==> src/rtl/pgw_pkg.sv <==
package pgw_pkg;
  localparam int unsigned ADDR_W   = 8;
  localparam logic [7:0]  MFG_CODE = 8'h29;
  localparam logic [7:0]  DEV_CODE = 8'h41;
  localparam logic [7:0]  BLANK    = 8'hFF;

  // Advance only the low idxw bits; the page bits stay put.
  function automatic logic [7:0] page_step(input logic [7:0] a, input int unsigned idxw);
    logic [7:0] m;
    m = 8'((9'd1 << idxw) - 9'd1);
    return (a & ~m) | ((a + 8'd1) & m);
  endfunction

  // Fixed content of the protected half.
  function automatic logic [7:0] factory_byte(input logic [7:0] a, input logic [31:0] sn);
    case (a)
      8'hFA:   return MFG_CODE;
      8'hFB:   return DEV_CODE;
      8'hFC:   return sn[31:24];
      8'hFD:   return sn[23:16];
      8'hFE:   return sn[15:8];
      8'hFF:   return sn[7:0];
      default: return BLANK;
    endcase
  endfunction
endpackage

==> src/rtl/pgw_page_buffer.sv <==
module pgw_page_buffer #(
  parameter int unsigned PAGE_BYTES = 16
) (
  input  logic                            clk,
  input  logic                            rst_n,
  input  logic                            take_load,
  input  logic [7:0]                      load_addr,
  input  logic                            take_push,
  input  logic [7:0]                      push_data,
  input  logic [$clog2(PAGE_BYTES)-1:0]   sel_idx,
  output logic [7:0]                      cur_addr,
  output logic [7:0]                      sel_data,
  output logic                            sel_valid,
  output logic                            any_valid
);
  import pgw_pkg::*;
  localparam int unsigned IDXW = $clog2(PAGE_BYTES);

  logic [7:0]            ptr_q;
  logic [PAGE_BYTES-1:0] vmask;
  logic [7:0]            slot_q [PAGE_BYTES];
  logic [IDXW-1:0]       wr_idx;

  assign wr_idx = ptr_q[IDXW-1:0];

  always_ff @(posedge clk or negedge rst_n) begin
    if (!rst_n)         ptr_q <= '0;
    else if (take_load) ptr_q <= load_addr;
    else if (take_push) ptr_q <= page_step(ptr_q, IDXW);
  end

  for (genvar g = 0; g < PAGE_BYTES; g++) begin : g_slot
    logic [7:0] d_q;
    logic       v_q;
    always_ff @(posedge clk or negedge rst_n) begin
      if (!rst_n) begin
        d_q <= '0;
        v_q <= 1'b0;
      end else if (take_load) begin
        v_q <= 1'b0;
      end else if (take_push && wr_idx == IDXW'(g)) begin
        d_q <= push_data;
        v_q <= 1'b1;
      end
    end
    assign slot_q[g] = d_q;
    assign vmask[g]  = v_q;
  end

  assign cur_addr  = ptr_q;
  assign sel_data  = slot_q[sel_idx];
  assign sel_valid = vmask[sel_idx];
  assign any_valid = |vmask;

  a_r2_page_fixed: assert property (@(posedge clk) disable iff (!rst_n)
    take_push |=> cur_addr[7:IDXW] == $past(cur_addr[7:IDXW]));
  a_r11_ptr_hold: assert property (@(posedge clk) disable iff (!rst_n)
    (!take_load && !take_push) |=> $stable(cur_addr));
  a_r4_pushed_valid: assert property (@(posedge clk) disable iff (!rst_n)
    take_push |=> any_valid);
endmodule

==> src/rtl/pgw_commit_seq.sv <==
module pgw_commit_seq #(
  parameter int unsigned PAGE_BYTES    = 16,
  parameter int unsigned COMMIT_CYCLES = 625000
) (
  input  logic                            clk,
  input  logic                            rst_n,
  input  logic                            start,
  input  logic [7-$clog2(PAGE_BYTES):0]   start_page,
  input  logic                            slot_valid,
  input  logic                            supply_low,
  output logic                            busy,
  output logic [$clog2(PAGE_BYTES)-1:0]   step_idx,
  output logic                            we,
  output logic [7:0]                      waddr
);
  localparam int unsigned IDXW = $clog2(PAGE_BYTES);
  localparam int unsigned CW   = $clog2(COMMIT_CYCLES + 1);
  localparam logic [CW-1:0] LAST = CW'(COMMIT_CYCLES - 1);
  localparam logic [CW-1:0] SPAN = CW'(PAGE_BYTES);

  logic [CW-1:0]     cnt_q;
  logic              busy_q;
  logic [7-IDXW:0]   page_q;
  logic              in_window;
  logic              protected_page;

  always_ff @(posedge clk or negedge rst_n) begin
    if (!rst_n) begin
      busy_q <= 1'b0;
      cnt_q  <= '0;
      page_q <= '0;
    end else if (busy_q) begin
      if (cnt_q == LAST) busy_q <= 1'b0;
      else               cnt_q  <= cnt_q + 1'b1;
    end else if (start) begin
      busy_q <= 1'b1;
      cnt_q  <= '0;
      page_q <= start_page;
    end
  end

  assign in_window      = cnt_q < SPAN;
  assign protected_page = page_q[7-IDXW];
  assign step_idx       = cnt_q[IDXW-1:0];
  assign busy           = busy_q;
  assign we             = busy_q && in_window && slot_valid && !protected_page && !supply_low;
  assign waddr          = {page_q, step_idx};

  a_r5_busy_bound: assert property (@(posedge clk) disable iff (!rst_n)
    busy |-> cnt_q <= LAST);
  a_r5_busy_ends: assert property (@(posedge clk) disable iff (!rst_n)
    (busy && cnt_q == LAST) |=> !busy);
  a_r5_busy_holds: assert property (@(posedge clk) disable iff (!rst_n)
    (busy && cnt_q != LAST) |=> busy);
  a_r5_rise_from_start: assert property (@(posedge clk) disable iff (!rst_n)
    $rose(busy) |-> $past(start));
  a_r5_no_start_busy: assert property (@(posedge clk) disable iff (!rst_n)
    busy |-> !start);
endmodule

==> src/rtl/pgw_store.sv <==
module pgw_store #(
  parameter logic [31:0] SERIAL_NUM = 32'h12345678
) (
  input  logic       clk,
  input  logic       rst_n,
  input  logic       we,
  input  logic [7:0] waddr,
  input  logic [7:0] wdata,
  input  logic [7:0] rd_addr,
  output logic [7:0] rd_data
);
  import pgw_pkg::*;
  localparam int unsigned HALF = 128;

  logic [7:0] mem_q [HALF];

  always_ff @(posedge clk or negedge rst_n) begin
    if (!rst_n) begin
      for (int i = 0; i < HALF; i++) mem_q[i] <= '0;
    end else if (we && !waddr[7]) begin
      mem_q[waddr[6:0]] <= wdata;
    end
  end

  assign rd_data = rd_addr[7] ? factory_byte(rd_addr, SERIAL_NUM) : mem_q[rd_addr[6:0]];

  a_r7_store_lower_only: assert property (@(posedge clk) disable iff (!rst_n)
    we |-> !waddr[7]);
endmodule

==> src/rtl/page_commit_ctrl.sv <==
module page_commit_ctrl #(
  parameter int unsigned PAGE_BYTES    = 16,
  parameter int unsigned COMMIT_CYCLES = 625000,
  parameter logic [31:0] SERIAL_NUM    = 32'h12345678
) (
  input  logic       clk,
  input  logic       rst_n,
  input  logic       addr_load,
  input  logic [7:0] addr_in,
  input  logic       push,
  input  logic [7:0] push_data,
  input  logic       stop,
  input  logic       supply_low,
  input  logic [7:0] rd_addr,
  output logic [7:0] rd_data,
  output logic       arr_we,
  output logic [7:0] arr_waddr,
  output logic [7:0] arr_wdata,
  output logic       busy,
  output logic [7:0] cur_addr
);
  localparam int unsigned IDXW = $clog2(PAGE_BYTES);

  logic            open_q;
  logic            take_load, take_push, take_stop, commit_start;
  logic            any_valid, sel_valid;
  logic [7:0]      sel_data;
  logic [IDXW-1:0] step_idx;

  assign take_load    = addr_load && !busy;
  assign take_push    = push && open_q && !busy && !addr_load;
  assign take_stop    = stop && open_q && !busy && !addr_load && !push;
  assign commit_start = take_stop && any_valid;

  always_ff @(posedge clk or negedge rst_n) begin
    if (!rst_n)         open_q <= 1'b0;
    else if (take_load) open_q <= 1'b1;
    else if (take_stop) open_q <= 1'b0;
  end

  pgw_page_buffer #(.PAGE_BYTES(PAGE_BYTES)) u_buf (
    .clk       (clk),
    .rst_n     (rst_n),
    .take_load (take_load),
    .load_addr (addr_in),
    .take_push (take_push),
    .push_data (push_data),
    .sel_idx   (step_idx),
    .cur_addr  (cur_addr),
    .sel_data  (sel_data),
    .sel_valid (sel_valid),
    .any_valid (any_valid)
  );

  pgw_commit_seq #(.PAGE_BYTES(PAGE_BYTES), .COMMIT_CYCLES(COMMIT_CYCLES)) u_seq (
    .clk        (clk),
    .rst_n      (rst_n),
    .start      (commit_start),
    .start_page (cur_addr[7:IDXW]),
    .slot_valid (sel_valid),
    .supply_low (supply_low),
    .busy       (busy),
    .step_idx   (step_idx),
    .we         (arr_we),
    .waddr      (arr_waddr)
  );

  assign arr_wdata = sel_data;

  pgw_store #(.SERIAL_NUM(SERIAL_NUM)) u_store (
    .clk     (clk),
    .rst_n   (rst_n),
    .we      (arr_we),
    .waddr   (arr_waddr),
    .wdata   (arr_wdata),
    .rd_addr (rd_addr),
    .rd_data (rd_data)
  );

  a_r7_no_upper_write: assert property (@(posedge clk) disable iff (!rst_n)
    arr_we |-> !arr_waddr[7]);
  a_r9_no_write_low_supply: assert property (@(posedge clk) disable iff (!rst_n)
    supply_low |-> !arr_we);
  a_r4_write_in_commit: assert property (@(posedge clk) disable iff (!rst_n)
    arr_we |-> busy);
  a_r6_empty_stop_idle: assert property (@(posedge clk) disable iff (!rst_n)
    (take_stop && !any_valid) |=> !busy);
  a_r5_start_raises_busy: assert property (@(posedge clk) disable iff (!rst_n)
    commit_start |=> busy);
endmodule

==> config.mk <==
export PLATFORM = sky130hd
export DESIGN_NAME = page_commit_ctrl
export DESIGN_NICKNAME = d
export VERILOG_FILES = /design/src/rtl/pgw_pkg.sv /design/src/rtl/pgw_page_buffer.sv /design/src/rtl/pgw_commit_seq.sv /design/src/rtl/pgw_store.sv /design/src/rtl/page_commit_ctrl.sv
export SDC_FILE = /design/constraint.sdc
export NUM_CORES = 2
export LEC_CHECK = 0
export BUFFER_PORTS_ARGS = -buffer_cell sky130_fd_sc_hd__buf_2
export CORE_UTILIZATION = 64
export DETAILED_ROUTE_END_ITERATION = 12
export MAX_ROUTING_LAYER = met4
export PLACE_DENSITY = 0.81
export SYNTH_ARGS = -nofsm -noshare
export SYNTH_HDL_FRONTEND = slang
export SYNTH_SLANG_ARGS = --single-unit
==> constraint.sdc <==
create_clock -name clk -period 3.3 [get_ports clk]
set_clock_uncertainty 0.05 [all_clocks]
set_input_delay 0.165 -clock clk [delete_from_list [all_inputs] [get_ports clk]]
set_output_delay 0.165 -clock clk [all_outputs]
set_load 0.005 [all_outputs]
Word-level counts from Yosys, hierarchy flattened
Index checks and enable logic that the tools add are counted.
{"block": "totals", "in_bits": 30, "wordCells": 332, "ff_bits": 1202, "out_inout_bits": 34}
{"block": "classes", "n_eq_ne": 23, "add_sub_neg": 2, "reduce_logical": 75, "bitwise_logic": 6, "muxes": 55, "magnitude_cmp": 6}
{"cell": "$bwmux 1024", "n": 1}
{"cell": "$mux 8", "n": 8}
{"cell": "$mux 20", "n": 3}
{"cell": "$bmux 8 s7", "n": 1}
{"cell": "$demux 8 s7", "n": 1}
{"cell": "$eq 8x8->1 const B", "n": 6}
{"cell": "$pmux 8 s6", "n": 1}
{"cell": "$mux 1", "n": 38}
{"cell": "$reduce_bool 2->1", "n": 19}
{"cell": "$reduce_and 2->1", "n": 18}
{"cell": "$bmux 8 s4", "n": 1}
{"cell": "$eq 4x4->1 const B", "n": 8}
{"cell": "$logic_and 1x1->1", "n": 31}
{"cell": "$add 20x1->20 const B", "n": 1}
{"cell": "$eq 20x20->1 const B", "n": 1}
{"cell": "$lt 20x5->1 const B", "n": 1}
{"cell": "$eq 4x3->1 const B", "n": 4}
{"cell": "$ge 8x8->1 const B", "n": 2}
{"cell": "$not 7->8", "n": 2}
{"cell": "$reduce_or 16->1", "n": 1}
{"cell": "$eq 4x2->1 const B", "n": 2}
{"cell": "$lt 8x1->1 const B", "n": 1}
{"cell": "$or 8x4->8", "n": 1}
{"cell": "$ge 5x5->1 const B", "n": 1}
{"cell": "other kinds (9)", "n": 14}

Logic depth before layout (Yosys ltp)
{"block": "depth", "word_depth": 7, "ltp_mapped": 11, "ltp_nobuf": 6}

By module
A second synthesis with hierarchy kept.
{"block": "unflattened", "hier_cells": 3736, "hier_area_um2": 56231.4}
{"module": "pgw_store", "area_each_um2": 47662.0, "cells_per_inst": 3121, "instances": 1, "seq_area_each_um2": 25624.6}
{"module": "pgw_page_buffer", "area_each_um2": 7096.8, "cells_per_inst": 451, "instances": 1, "seq_area_each_um2": 3803.6}
{"module": "pgw_commit_seq", "area_each_um2": 1398.8, "cells_per_inst": 157, "instances": 1, "seq_area_each_um2": 625.6}
{"module": "page_commit_ctrl", "area_each_um2": 73.8, "cells_per_inst": 7, "instances": 1, "seq_area_each_um2": 25.0}

Worst setup path before layout
OpenSTA, ideal clock, no wires.
{"block": "synth_path", "path_type": "register to register", "start": "reg u_seq.cnt_q[0]", "end": "reg u_store.mem_q[422] in the netlist's numbering", "n_path_buf": 4, "arrival_time_ps": 2614, "stages_incl_launch_ff": 8, "synth_period_minus_slack_ps": 2792, "setup_time_ps": 128, "required_ps": 3122, "slack_ps": 508, "path_cell_list": "dfrtp_1 > buf_2 > buf_2 > mux4_2 > mux4_2 > clkbuf_1 > clkbuf_1 > mux2_1"}
{"block": "synth_between", "elab_chain_len": 6, "word_cells_on_any_way": 19, "classes_between": "order compare (3); mux (8); bitwise (2); reduce/logical (6)"}
{"item": "start: declaration", "line": "pgw_commit_seq.sv:21", "source": "logic [CW-1:0] cnt_q;"}
{"item": "start signal: assignment", "line": "pgw_commit_seq.sv:34", "source": "else cnt_q <= cnt_q + 1'b1;"}
{"item": "$not 7->8 (not written as such), or another cell as far along", "line": "pgw_store.sv:21", "source": "mem_q[waddr[6:0]] <= wdata;"}
{"item": "$ge 8x8->1 (not written as such), or another cell as far along", "line": "pgw_store.sv:21"}
{"item": "$logic_and 1x1->1, on equally long branches", "line": "pgw_store.sv:21, pgw_commit_seq.sv:46"}
{"item": "$mux 8 (not written as such) / $logic_and 1x1->1 (equally long branches)", "line": "pgw_store.sv:21, pgw_commit_seq.sv:46"}
{"item": "$demux 8 s7 / $logic_and 1x1->1 (equally long branches)", "line": "pgw_store.sv:21, pgw_commit_seq.sv:46"}
{"item": "$bwmux 1024 / $logic_and 1x1->1 (equally long branches)", "line": "pgw_store.sv:21, pgw_store.sv:20"}
{"item": "end signal: indexed assignment", "line": "pgw_store.sv:21"}
{"item": "end: declaration", "line": "pgw_store.sv:15", "source": "logic [7:0] mem_q [HALF];"}
Several ways; a longest one is shown, not always the timed one. The select of a mux whose other input is x is not followed.
A chain may end at the register's enable or synchronous reset.

Worst setup path in the final report
{"block": "layout_path", "start": "in rd_addr[3]", "end": "out rd_data[0]"}
{"block": "layout_between", "elab_chain_len": 5, "word_cells_on_any_way": 12, "classes_between": "eq/ne (6); mux (5); bitwise (1)"}
{"item": "start: declaration", "line": "page_commit_ctrl.sv:14", "source": "input logic [7:0] rd_addr,"}
{"item": "$not 7->8 (not written as such)", "line": "pgw_store.sv:25", "source": "assign rd_data = rd_addr[7] ? factory_byte(rd_addr, SERIAL_NUM) : mem_q[rd_addr[6:0]];"}
{"item": "$bmux 8 s7", "line": "pgw_store.sv:25"}
{"item": "$mux 8 (not written as such) (2 in series)", "line": "pgw_store.sv:25"}
{"item": "$mux 8 *", "line": "pgw_store.sv:25"}
{"item": "end: declaration", "line": "page_commit_ctrl.sv:15", "source": "output logic [7:0] rd_data,"}
Mark *: on every way between the ends. The rest lies on a longest branch, timed or not. The select of a mux whose other input is x is not followed.

==> flow_metrics.py <==
metrics = {
    "routing": {
        "wl_per_cell_um": 28.9,
        "num_vias": 35500,
        "drc": 0,
        "drt_first_pass_iters": 6,
        "drt-total-wl_mm": 150,
        "drtIter0Drc": 3610,
        "vias_per_cell": 6.82,
        "ant_nets": 0,
    },
    "job": {
        "drv_cap": 0,
    },
    "power_and_ir_drop": {
        "p_sw_frac": 0.220,
        "p_int_mw": 23.3,
        "pwr-share-comb": 0.037,
        "power_per_cell_area_nw_per_um2": 462,
        "pwr-share-seq": 0.495,
        "total_leakage_power_nw": 30.9,
        "p_sw_mw": 6.54,
        "clockPowerShare": 0.468,
        "fin_total_pwr_mw": 29.8,
        "peakVddDrop_v": 0.000486,
    },
    "timing": {
        "slew-limit-headroom": 0.191,
        "grt_setup_unrepaired": "true",
        "worst_slew_pin_slew_ns": 1.21,
        "finalSetupViolations": 2,
        "holdWs_ns": 0.0323,
        "min_period_ns": 3.34,
        "period_share": 1.01,
        "slew_viol_final": 0,
        "fmax_mhz": 300,
        "fin_ws_ns": -0.0376,
        "hold_viol": 0,
    },
    "cells_and_area": {
        "drive_above_1_share": 0.496,
        "final_nets": 3978,
        "area_growth_pct": 13.7,
        "nFillCells": 5224,
    },
    "setup_path": {
        "r2r_setup_slack_ns": 0.05,
        "critPathMaxStageDelay_ns": 0.81,
        "cpMostUsedCell": "buf_2",
        "start_kind": "primary input",
        "path_class": "primary input to primary output",
        "path_delay_family": "compound AO/OA/AOI/OAI gates",
        "timing.rr.start": "u_seq.cnt_q[2]$_DFFE_PN0P_",
        "worstPathCellList": "buf_2 > buf_12 > nor2b_1 > a22oi_1 > a21oi_1 > a211oi_1 > a221oi_1 > buf_4 > buf_2",
        "slowest_stage": "nor2b_1",
        "cp.arrival_ns": 3.12,
        "cp.required_ns": 3.08,
        "cp-end-kind": "primary output",
        "cp-startpoint": "rd_addr[3]",
        "rr_worst_depth": 10,
        "r2r-end": "u_store.mem_q[324]$_DFFE_PN0P_",
        "path_max_fanout": 41,
        "crit_buf_inv": 4,
    },
    "die": {
        "num_io_pins": 64,
        "core_um2": 87300,
        "die-area_um2": 89800,
        "fp-row-count": 108,
        "die_h_um": 300,
        "dieWidth_um": 300,
        "initial_core_util": 0.650,
    },
    "grt": {
        "grt_util_met2": 0.523,
        "grtUsageTotal": 0.350,
        "grtUsageMet3": 0.0799,
        "grt_pass1_wl_mm": 231,
        "grt_start_max_net_pins": 130,
        "overflow": 0,
        "grt_pass1_vias": 37200,
        "grt_busiest_layer": "met2",
        "antenna_found_initial": 4,
        "grtUsageMet1": 0.474,
    },
    "synthesis": {
        "yosysMostFrequentCell": "dfrtp_1",
        "synthTopCellsByCount": "dfrtp_1 (1202), mux2_2 (1106), mux4_2 (240)",
        "yosys.area.top_type": "dfrtp_1",
        "syn-instance-count": 3834,
        "ys_types": 56,
        "synth_flop_cell": "dfrtp_1",
        "synth_top_area_share": 0.530,
        "synthesis.area_um2": 56700,
        "synth_warnings": 0,
        "ys_seq_elements": 1202,
        "synth_fp_nets": 3869,
        "synth_edf_count": 0,
        "syn_area_per_cell_um2": 14.8,
        "async_flop_share": 1.00,
        "yosysSeqAreaShare": 0.530,
        "yosys-top-cells-area": "dfrtp_1 (53%), mux2_2 (22%), mux4_2 (9.5%)",
    },
    "clock_tree": {
        "htree_levels": 3,
        "cts-buffers-inserted": 120,
        "clock_sinks": 1202,
        "clockBufferDepth": 3,
        "path_clk_slew_ns": 0.06,
        "worst_skew_pair.late_latency_ns": 0.72,
        "root_buffer": "clkbuf_16",
        "cts_tree": "yes",
    },
    "min_path": {
        "min_path_type": "primary input to asynchronous set/reset pin",
    },
    "placement": {
        "portBuffers": 63,
        "hpwl_mm": 91.8,
        "gp_congestion": 0.976,
    },
    "run_status": {
        "violations": "negative setup slack",
        "status": "complete, but fails checks",
    },
}
kinds of logic (layout without fill, tap and decap cells):
kind of cell,after synthesis,after routing,synth area share
AO/OA/AOI/OAI,242,242,0.0280
XOR/XNOR,19,19,0.00293
adder cells (fa/ha/maj),5,5,0.00110
buffers and inverters,389,597,0.0305
flip-flops,1202,1202,0.530
multiplexers,1548,1548,0.352
other,0,4,0
AND/OR/NAND/NOR,429,429,0.0553
per-stage QoR:
step           TNS [ns]  instance area (um^2)  setup slack [ns]  std cells  utilization
2_1_floorplan         0                 56700             0.508       3834            -
3_3_place_gp     -0.127                 59500            -0.127       4927        0.681
3_5_place_dp     -0.114                 59500            -0.114       4927        0.681
4_1_cts               0                 64100           0.00829       5183        0.734
5_1_grt         -0.0773                 64500           -0.0484       5199        0.739
6_report        -0.0430                 64500           -0.0376       5201        0.739
timing repair:
action                     4_1_cts  5_1_grt
pin swaps                        2        6
hold endpoints to repair       644        0
cloned                           4        3
setup endpoints to repair       13      115
buffers inserted                10       12
hold buffers                    23        0
gates resized for setup         29       53
registers in the layout (all words and copies together), names as in the netlist:
name and flops:
u_buf.cur_addr 8, u_seq.busy 1, open_q 1, u_seq.cnt_q 20
u_seq.page_q 4, u_buf.g_slot.v_q 16, u_buf.g_slot.d_q 128, u_store.mem_q 1024
placed cells by master, fill, tap and decap left out, types with 58 or more instances in the layout:
cell	count
buf_2	60
buf_4	208
mux4_2	239
nor4_4	58
mux2_2	1106
mux2i_1	140
mux2_1	61
o22ai_1	62
clkbuf_16	125
dfrtp_1	1199
nand2_1	105
power groups by stage:
| stage | registers, mW | clock network, mW | logic (mW) |
|---|---|---|---|
| detailed placement | 15.0 | 0 | 1.07 |
| floorplan | 15.0 | 0 | 0.422 |
| CTS | 14.8 | 14.0 | 1.10 |
| global placement | 15.0 | 0 | 1.07 |
| global route | 14.7 | 14.6 | 1.19 |
| finish | 14.8 | 13.9 | 1.10 |
layer usage:
metal  share of wire  up-vias  routed length [um]
met2            0.47     1624               70500
met5               0        -                   0
met4           0.039        0                5870
li1                -    14500                   -
met3           0.090      404               13500
met1            0.40    18900               60500
how the worst max path moves through the flow:
stage	to	cells after the start
after CTS	arr_wdata[1]	7
after detailed placement	rd_data[6]	10
after global routing	arr_wdata[0]	8
after global placement	rd_data[6]	10
after floorplan	u_store.mem_q[422]$_DFFE_PN0P_	7
final	rd_data[0]	9
final cells by class:
class | count | area (um^2) | area share
Sequential cell | 1202 | 30100 | 0.467
Multi-Input combinational cell | 2243 | 25300 | 0.392
Clock buffer | 188 | 3680 | 0.0571
Timing Repair Buffer | 360 | 3520 | 0.0545
Tap cell | 1155 | 1450 | 0.0224
Clock inverter | 33 | 374 | 0.00580
Inverter | 16 | 62.6 | 0.000970
Antenna cell | 4 | 10.0 | 0.000155
Note: power is estimated with default switching activity, not from simulation.
